$ cat src/rtl/puf_pkg.sv
package puf_pkg;

  // Sequencer phases.
  typedef enum logic {
    SEQ_IDLE = 1'b0,
    SEQ_RUN  = 1'b1
  } seq_state_e;

endpackage

$ cat src/rtl/puf_delay_chain.sv
// Signed delay race through CHAL_W switch stages, accumulated combinationally.
module puf_delay_chain #(
  parameter int CHAL_W  = 16,
  parameter int DELAY_W = 8,
  parameter int ACC_W   = DELAY_W + $clog2(CHAL_W) + 1,
  parameter logic [CHAL_W*DELAY_W-1:0] STRAIGHT_TBL = '0,
  parameter logic [CHAL_W*DELAY_W-1:0] CROSS_TBL    = '0
) (
  input  logic [CHAL_W-1:0]       challenge,
  output logic signed [ACC_W-1:0] diff
);

  logic signed [ACC_W-1:0] acc [0:CHAL_W];

  assign acc[0] = '0;

  for (genvar g = 0; g < CHAL_W; g++) begin : g_stage
    localparam logic signed [DELAY_W-1:0] TERM_S = STRAIGHT_TBL[g*DELAY_W +: DELAY_W];
    localparam logic signed [DELAY_W-1:0] TERM_X = CROSS_TBL[g*DELAY_W +: DELAY_W];
    localparam logic signed [ACC_W-1:0]   EXT_S  = ACC_W'(TERM_S);
    localparam logic signed [ACC_W-1:0]   EXT_X  = ACC_W'(TERM_X);
    // Swapped lanes flip the sign of the lead carried so far.
    assign acc[g+1] = challenge[g] ? (EXT_X - acc[g]) : (acc[g] + EXT_S);
  end

  assign diff = acc[CHAL_W];

endmodule

$ cat src/rtl/puf_arbiter.sv
// Decides the race: top path first means a negative top-minus-bottom delay.
module puf_arbiter #(
  parameter int ACC_W = 13
) (
  input  logic signed [ACC_W-1:0] diff,
  output logic                    top_wins
);

  // A tie leaves the latch in its reset state, giving 0.
  assign top_wins = diff < 0;

endmodule

$ cat src/rtl/puf_chal_lfsr.sv
// One Fibonacci step of the challenge sequence.
module puf_chal_lfsr #(
  parameter int CHAL_W = 16,
  parameter logic [CHAL_W-1:0] TAPS = CHAL_W'(16'hB400)
) (
  input  logic [CHAL_W-1:0] cur,
  output logic [CHAL_W-1:0] nxt
);

  assign nxt = {cur[CHAL_W-2:0], ^(cur & TAPS)};

endmodule

$ cat src/rtl/puf_resp_gen.sv
module puf_resp_gen
  import puf_pkg::*;
#(
  parameter int CHAL_W  = 16,
  parameter int RESP_W  = 8,
  parameter int DELAY_W = 8,
  parameter logic [CHAL_W-1:0] LFSR_TAPS = CHAL_W'(16'hB400),
  parameter logic [CHAL_W*DELAY_W-1:0] STRAIGHT_TBL =
    (CHAL_W*DELAY_W)'(128'hFD03F9FF06FC02FB0301FA04FE07FD05),
  parameter logic [CHAL_W*DELAY_W-1:0] CROSS_TBL =
    (CHAL_W*DELAY_W)'(128'h05FD08FA0104FE07FBFF0306F802FC09)
) (
  input  logic              clk,
  input  logic              rst_n,
  input  logic              start,
  input  logic [CHAL_W-1:0] challenge,
  output logic              busy,
  output logic              done,
  output logic [RESP_W-1:0] response
);

  localparam int ACC_W = DELAY_W + $clog2(CHAL_W) + 1;
  localparam int IDX_W = (RESP_W > 1) ? $clog2(RESP_W) : 1;
  localparam logic [IDX_W-1:0] LAST_IDX = IDX_W'(RESP_W - 1);

  seq_state_e              state_q;
  logic [CHAL_W-1:0]       chal_q;
  logic [CHAL_W-1:0]       chal_nxt;
  logic [IDX_W-1:0]        idx_q;
  logic [RESP_W-1:0]       resp_q;
  logic                    done_q;
  logic signed [ACC_W-1:0] race_diff;
  logic                    race_bit;

  puf_delay_chain #(
    .CHAL_W      (CHAL_W),
    .DELAY_W     (DELAY_W),
    .ACC_W       (ACC_W),
    .STRAIGHT_TBL(STRAIGHT_TBL),
    .CROSS_TBL   (CROSS_TBL)
  ) u_chain (
    .challenge(chal_q),
    .diff     (race_diff)
  );

  puf_arbiter #(.ACC_W(ACC_W)) u_arb (
    .diff    (race_diff),
    .top_wins(race_bit)
  );

  puf_chal_lfsr #(.CHAL_W(CHAL_W), .TAPS(LFSR_TAPS)) u_step (
    .cur(chal_q),
    .nxt(chal_nxt)
  );

  always_ff @(posedge clk) begin
    if (!rst_n) begin
      state_q <= SEQ_IDLE;
      chal_q  <= '0;
      idx_q   <= '0;
      resp_q  <= '0;
      done_q  <= 1'b0;
    end else begin
      done_q <= 1'b0;
      case (state_q)
        SEQ_IDLE: begin
          if (start) begin
            chal_q  <= challenge;
            idx_q   <= '0;
            resp_q  <= '0;
            state_q <= SEQ_RUN;
          end
        end
        SEQ_RUN: begin
          resp_q[idx_q] <= race_bit;
          chal_q        <= chal_nxt;
          if (idx_q == LAST_IDX) begin
            state_q <= SEQ_IDLE;
            done_q  <= 1'b1;
          end else begin
            idx_q <= idx_q + 1'b1;
          end
        end
        default: state_q <= SEQ_IDLE;
      endcase
    end
  end

  assign busy     = (state_q == SEQ_RUN);
  assign done     = done_q;
  assign response = resp_q;

endmodule

$ cat config.mk
export PLATFORM = sky130hd
export DESIGN_NAME = puf_resp_gen
export DESIGN_NICKNAME = d
export VERILOG_FILES = /design/src/rtl/puf_pkg.sv /design/src/rtl/puf_delay_chain.sv /design/src/rtl/puf_arbiter.sv /design/src/rtl/puf_chal_lfsr.sv /design/src/rtl/puf_resp_gen.sv
export SDC_FILE = /design/constraint.sdc
export NUM_CORES = 1
export LEC_CHECK = 0
export BUFFER_PORTS_ARGS = -buffer_cell sky130_fd_sc_hd__buf_4
export CORE_ASPECT_RATIO = 0.5
export CORE_MARGIN = 3
export CORE_UTILIZATION = 40
export DETAILED_ROUTE_END_ITERATION = 7
export GPL_TIMING_DRIVEN = 0
export PLACE_DENSITY_LB_ADDON = 0.25
export SLEW_MARGIN = 15
export SYNTH_ARGS = -nofsm -noshare
export SYNTH_HDL_FRONTEND = slang
export SYNTH_SLANG_ARGS = --single-unit
$ cat constraint.sdc
create_clock -name clk -period 11.1 [get_ports clk]
set_input_delay 0.555 -clock clk [delete_from_list [all_inputs] [get_ports clk]]
set_output_delay 0.555 -clock clk [all_outputs]
set_load 0.02 [all_outputs]
==> results of run 1 <==
## area by class of cell
class | instances | area [µm²] | share of cell area, %
flip-flops and latches | 29 | 581 | 7.61
clock buffers | 7 | 143 | 1.87
multi-input cells | 811 | 6030 | 79.0
inverters | 40 | 150 | 1.97
repair buffers | 31 | 233 | 3.05
plain buffers | 45 | 211 | 2.77
well taps | 227 | 284 | 3.72
## critical path, delay by kind of cell (launching register included)
kind | cells | cell delay (ns)
and+or+nand+nor | 12 | 2.71
AOI/OAI and AO/OA | 13 | 2.80
muxes | 2 | 0.58
adders and majority gates | 6 | 1.86
DFF | 1 | 0.40
buffers and inverters | 4 | 0.79
xor gates and xnor gates | 6 | 1.20
## metrics by stage
stage | setup slack [ns] | std cells | instance area, µm² | hold WS (ns)
final | 0.683 | 1190 | 7630 | 0.504
after global routing | -0.00162 | 1190 | 7630 | 0.532
after CTS | 0.0641 | 1187 | 7520 | 0.508
after detailed placement | -0.201 | 1180 | 7370 | 0.500
after global placement | -0.118 | 1180 | 7370 | 0.473
after floorplan | 1.48 | 925 | 6880 | 0.500
## metal layers
metal / share of wire (%) / routed length [µm]
met1: 49 / 9230
met2: 46 / 8590
met3: 3.5 / 655
met4: 1.2 / 219
met5: 0 / 0
## logic make-up (layout without fill, tap and decap cells)
kind of cell | after synthesis | count (layout) | synth area share (%)
flip-flops | 29 | 29 | 8.44
AND/OR/NAND/NOR | 341 | 341 | 26.3
XOR/XNOR | 98 | 98 | 15.2
buffers and inverters | 85 | 123 | 5.22
multiplexers | 34 | 34 | 5.37
AO/OA/AOI/OAI | 306 | 306 | 33.7
adder cells (fa/ha/maj) | 32 | 32 | 5.78
## worst min path at each step
stage	end	slack, ns	cells past startpoint
after floorplan	chal_q[1]	0.50	1
after global placement	response[1]	0.47	2
after detailed placement	response[2]	0.50	2
after CTS	response[5]	0.51	2
after global routing	response[0]	0.53	2
final	response[5]	0.50	2
## repair_timing
action                                  CTS  global route
pin swaps                                 0             2
hold buffers                              0             0
endpoints found under the setup margin    8             8
setup buffers                             0             3
gates cloned                              0             0
gates resized for setup                   1            15
## layout by cell type (no fill, tap or decap), drive strengths merged, types with 7 or more instances in the layout
cell type  synthesis  routed
nand2             87      87
nor2              64      64
xnor2             61      61
a21oi             52      52
o21ai             48      48
buf               12      42
clkbuf            33      41
o211ai            37      37
inv               37      37
ha                31      31
dfxtp             29      29
xor2              29      29
nand3             28      28
mux2i             27      27
o211a             22      22
and2              22      22
and3              22      22
o31ai             18      18
or3               18      18
nor3              18      18
nand2b            15      15
a211oi            15      15
nor2b             14      14
a31oi             14      14
or2               13      13
nand4             11      11
xnor3              8       8
a21o               8       8
o21a               8       8
nand3b             7       7
mux2               7       7
## sequential cells by signal (all words and copies together) (netlist names)
name      flops
busy          1
response      8
done          1
chal_q       16
idx_q         3
==> out/qor.csv, run 1 <==
metric;value;unit
yosysWarningCount;0;
die_y;98.7;µm
met1_usage;26.2;%
yosys.cell_types.count;105;
worstPathMaxFanout;10;
grt_pass1_wl;31100;µm
reg2reg_from;chal_q[2];
cts_tree;done;
dr_total_vias;6952;
slew_violations;0;
avgViaCountPerCell;5.84;
synthCells;925;
rrSetupSlack;0.68;ns
drt_iter0_drc;493;
syn_nets;975;
clk_pin_slew_worst_paths;0.05;ns
area_delta_synth_final;10.9;%
grt.busiest_layer;met2;
port_buffers;28;
ys_ff_latch;29;
max_stage_delay;0.44;ns
fmax;0.0960;GHz
worstSkewPairLatency;0.27;ns
yosysMostFrequentCell;nand2_1;
synth_edf_count;0;
ios;29;
wl_per_cell;15.7;µm
synth_area_leaders;dfxtp_1, xnor2_1, ha_1;
cp_common_cell;ha_1;
hold_path.class;reg -> reg;
yosysTopAreaCell;dfxtp_1;
syn_avg_cell_area;7.44;µm²
ys.flop_type;dfxtp_1;
cp_data_arrival_time;10.59;ns
grt_pass1_vias;6459;
grtUsageMet3;1.56;%
routabilityCongestion;0.915;
setup_tns;0;ns
die_w;191;µm
relSlewSlack;44.8;%
worstMarginPinSlew;0.822;ns
grt_use_total;19.2;%
finalSetupViolations;0;
status;finished, final reports clean;
antenna_found_initial;0;
post-route-period-util;93.8;%
cts-root-buf;clkbuf_16;
drv_cap;0;
grt_util_met2;33.4;%
netlist_area;6880;µm²
drc_errors;0;
synth_top_cells_by_count;nand2_1, nor2_1, xnor2_1;
htreeDepth;2;
grt_start_max_net_pins;12;
crit_required;11.28;ns
period_needed;10.42;ns
dpl.hpwl;14900;µm
slowest_stage;ha_2;
startpoint_type;register;
startpoint;chal_q[2];
crit_type;reg -> reg;
dieArea;18900;µm²
r2r-end;response[1];
clock-sinks;29;
grt.overflow.total;0;
cts_buffer_depth;2;
worstSetupEndpoint;response[1];
fin_skew;0.00566;ns
ys_seq_area_share;8.44;%
postRouteAntennaNets;0;
worstRegToRegCells;43;
drive_gt1_share;12.6;%
start_util;41.4;%
coreArea;16600;µm²
drt_pass1_iterations;5;
holdCritStartpoint;response[5];
ys_async_sr_fraction;0;%
final_core_util;46.0;%
antenna_cells;0;
wl;18700;µm
cts_inserted_buffers;5;
synth_top_area_share;8.44;%
fillers;1706;
crit_path_end_kind;register;
rows;33;
finalHoldViolCount;0;
final_nets;1013;
Power of run 1 is left out: the tool's default activity adds up to more than one toggle a clock period on the data nets, which glitch-free logic cannot reach.
==> run 2: changes to the inputs <==
CAP_MARGIN = 20   (was default)
SYNTH_HIERARCHICAL = 1   (was default)
==> out/qor.csv, run 2 <==
metric;value;unit
crit_required;11.29;ns
grt_pass1_wl;30300;µm
dp_cells;1133;
period_needed;10.51;ns
r2r-end;response[3];
synthCells;885;
worstRegToRegCells;47;
largest_register;chal_q;
relSlewSlack;55.6;%
yosysWarningCount;6;
wl;17900;µm
holdCritStartpoint;response[4];
area_delta_synth_final;14.8;%
fmax;0.0951;GHz
syn_nets;939;
status;finished, final reports clean;
die_w;190;µm
setup_tns;0;ns
crit_type;reg -> reg;
crit_path_end_kind;register;
rrSetupSlack;0.59;ns
netlist_area;6770;µm²
avgViaCountPerCell;5.85;
drt_iter0_drc;598;
grt_use_total;18.5;%
holdPathEnd;response[4];
drive_gt1_share;21.5;%
antenna_cells;0;
coreArea;16000;µm²
grt_pass1_vias;6449;
rows;32;
port_buffers;27;
finalSetupViolations;0;
slowest_stage;or4_4;
post-route-period-util;94.7;%
final_common_cell;buf_4;
htreeDepth;2;
routabilityCongestion;0.872;
worstPathMaxFanout;10;
drc_errors;0;
slew_violations;0;
syn_avg_cell_area;7.65;µm²
cp_data_arrival_time;10.70;ns
clock-sinks;29;
die_y;98;µm
clk_pin_slew_worst_paths;0.05;ns
grt_start_max_net_pins;12;
dpl.hpwl;13900;µm
final_nets;985;
cts_tree;done;
cts_inserted_buffers;5;
dieArea;18600;µm²
drv_cap;0;
dr_total_vias;6743;
final_core_util;48.7;%
worstHoldPathCells;2;
hold_ws;0.473;ns
path_delay_family;simple AND/OR/NAND/NOR gates;
postRouteAntennaNets;0;
fin_skew;0.00276;ns
grt.overflow.total;0;
worstSkewPairLatency;0.27;ns
wl_per_cell;15.5;µm
max_stage_delay;0.58;ns
drt_pass1_iterations;5;
antenna_found_initial;0;
worstMarginPinSlew;0.666;ns
hold_path.class;reg -> reg;
ios;29;
startpoint_type;register;
largest_register_ffs;16;
layout.cells.non_filler;1153;
final_cell_mix;buf_4, nand2_1, o21ai_0, a21oi_1, nor2_1;
finalHoldViolCount;0;
path_buf_inv;8;
reg2reg_from;chal_q[1];
cts-root-buf;clkbuf_16;
start_util;42.4;%
cts_buffer_depth;2;
## run 2: final cells by class
| cell class | count | area [µm²] |
|---|---|---|
| Fill cell | 1604 | 8200 |
| Multi-Input combinational cell | 754 | 5920 |
| Sequential cell | 29 | 582 |
| Buffer | 56 | 368 |
| Timing Repair Buffer | 39 | 293 |
| Tap cell | 221 | 277 |
| Inverter | 46 | 176 |
| Clock buffer | 7 | 153 |
| Clock inverter | 1 | 5.00 |
## run 2: stage by stage
| stage | area (µm²) | setup slack (ns) |
|---|---|---|
| floorplan | 6770 | 0.908 |
| global placement | 7250 | -0.206 |
| detailed placement | 7250 | -0.328 |
| CTS | 7490 | 0.00213 |
| global route | 7770 | -0.0886 |
| finish | 7770 | 0.589 |
## run 2: worst reg2reg max path, delay by kind of cell, from the launching register on
family | cells | cell delay [ns]
simple gates | 12 | 3.43
compound gates | 16 | 3.13
xor+xnor | 6 | 1.15
buf+inv | 8 | 1.02
fa+ha+maj | 4 | 0.97
mux | 1 | 0.38
flops | 1 | 0.34
## run 2: metal layers
metal  global-route usage, %  vias to the layer above  routed length (µm)
li1                        -                     3409                   -
met1                    25.5                     3230                8910
met2                    32.6                       90                8580
met3                    1.33                       14                 288
met4                    2.67                        0                 133
met5                       0                        -                   0
## run 2: worst max-delay path by stage
stage                   start     endpoint  slack [ns]  cells after the start
floorplan           chal_q[1]  response[3]        0.91                     46
global placement    chal_q[1]  response[3]       -0.21                     46
detailed placement  chal_q[1]  response[3]       -0.33                     46
CTS                 chal_q[1]  response[3]       0.002                     46
global route        chal_q[1]  response[0]       -0.09                     47
finish              chal_q[1]  response[3]        0.59                     47
## run 2: repair_timing
| action | CTS | global route |
|---|---|---|
| setup buffers | 4 | 8 |
| resized for setup | 10 | 45 |
| endpoints found under the setup margin | 8 | 8 |
| hold buffers | 0 | 0 |
| hold endpoints to repair | 0 | 0 |
| pin swaps | 4 | 9 |
Power of run 2 is left out for the same reason.
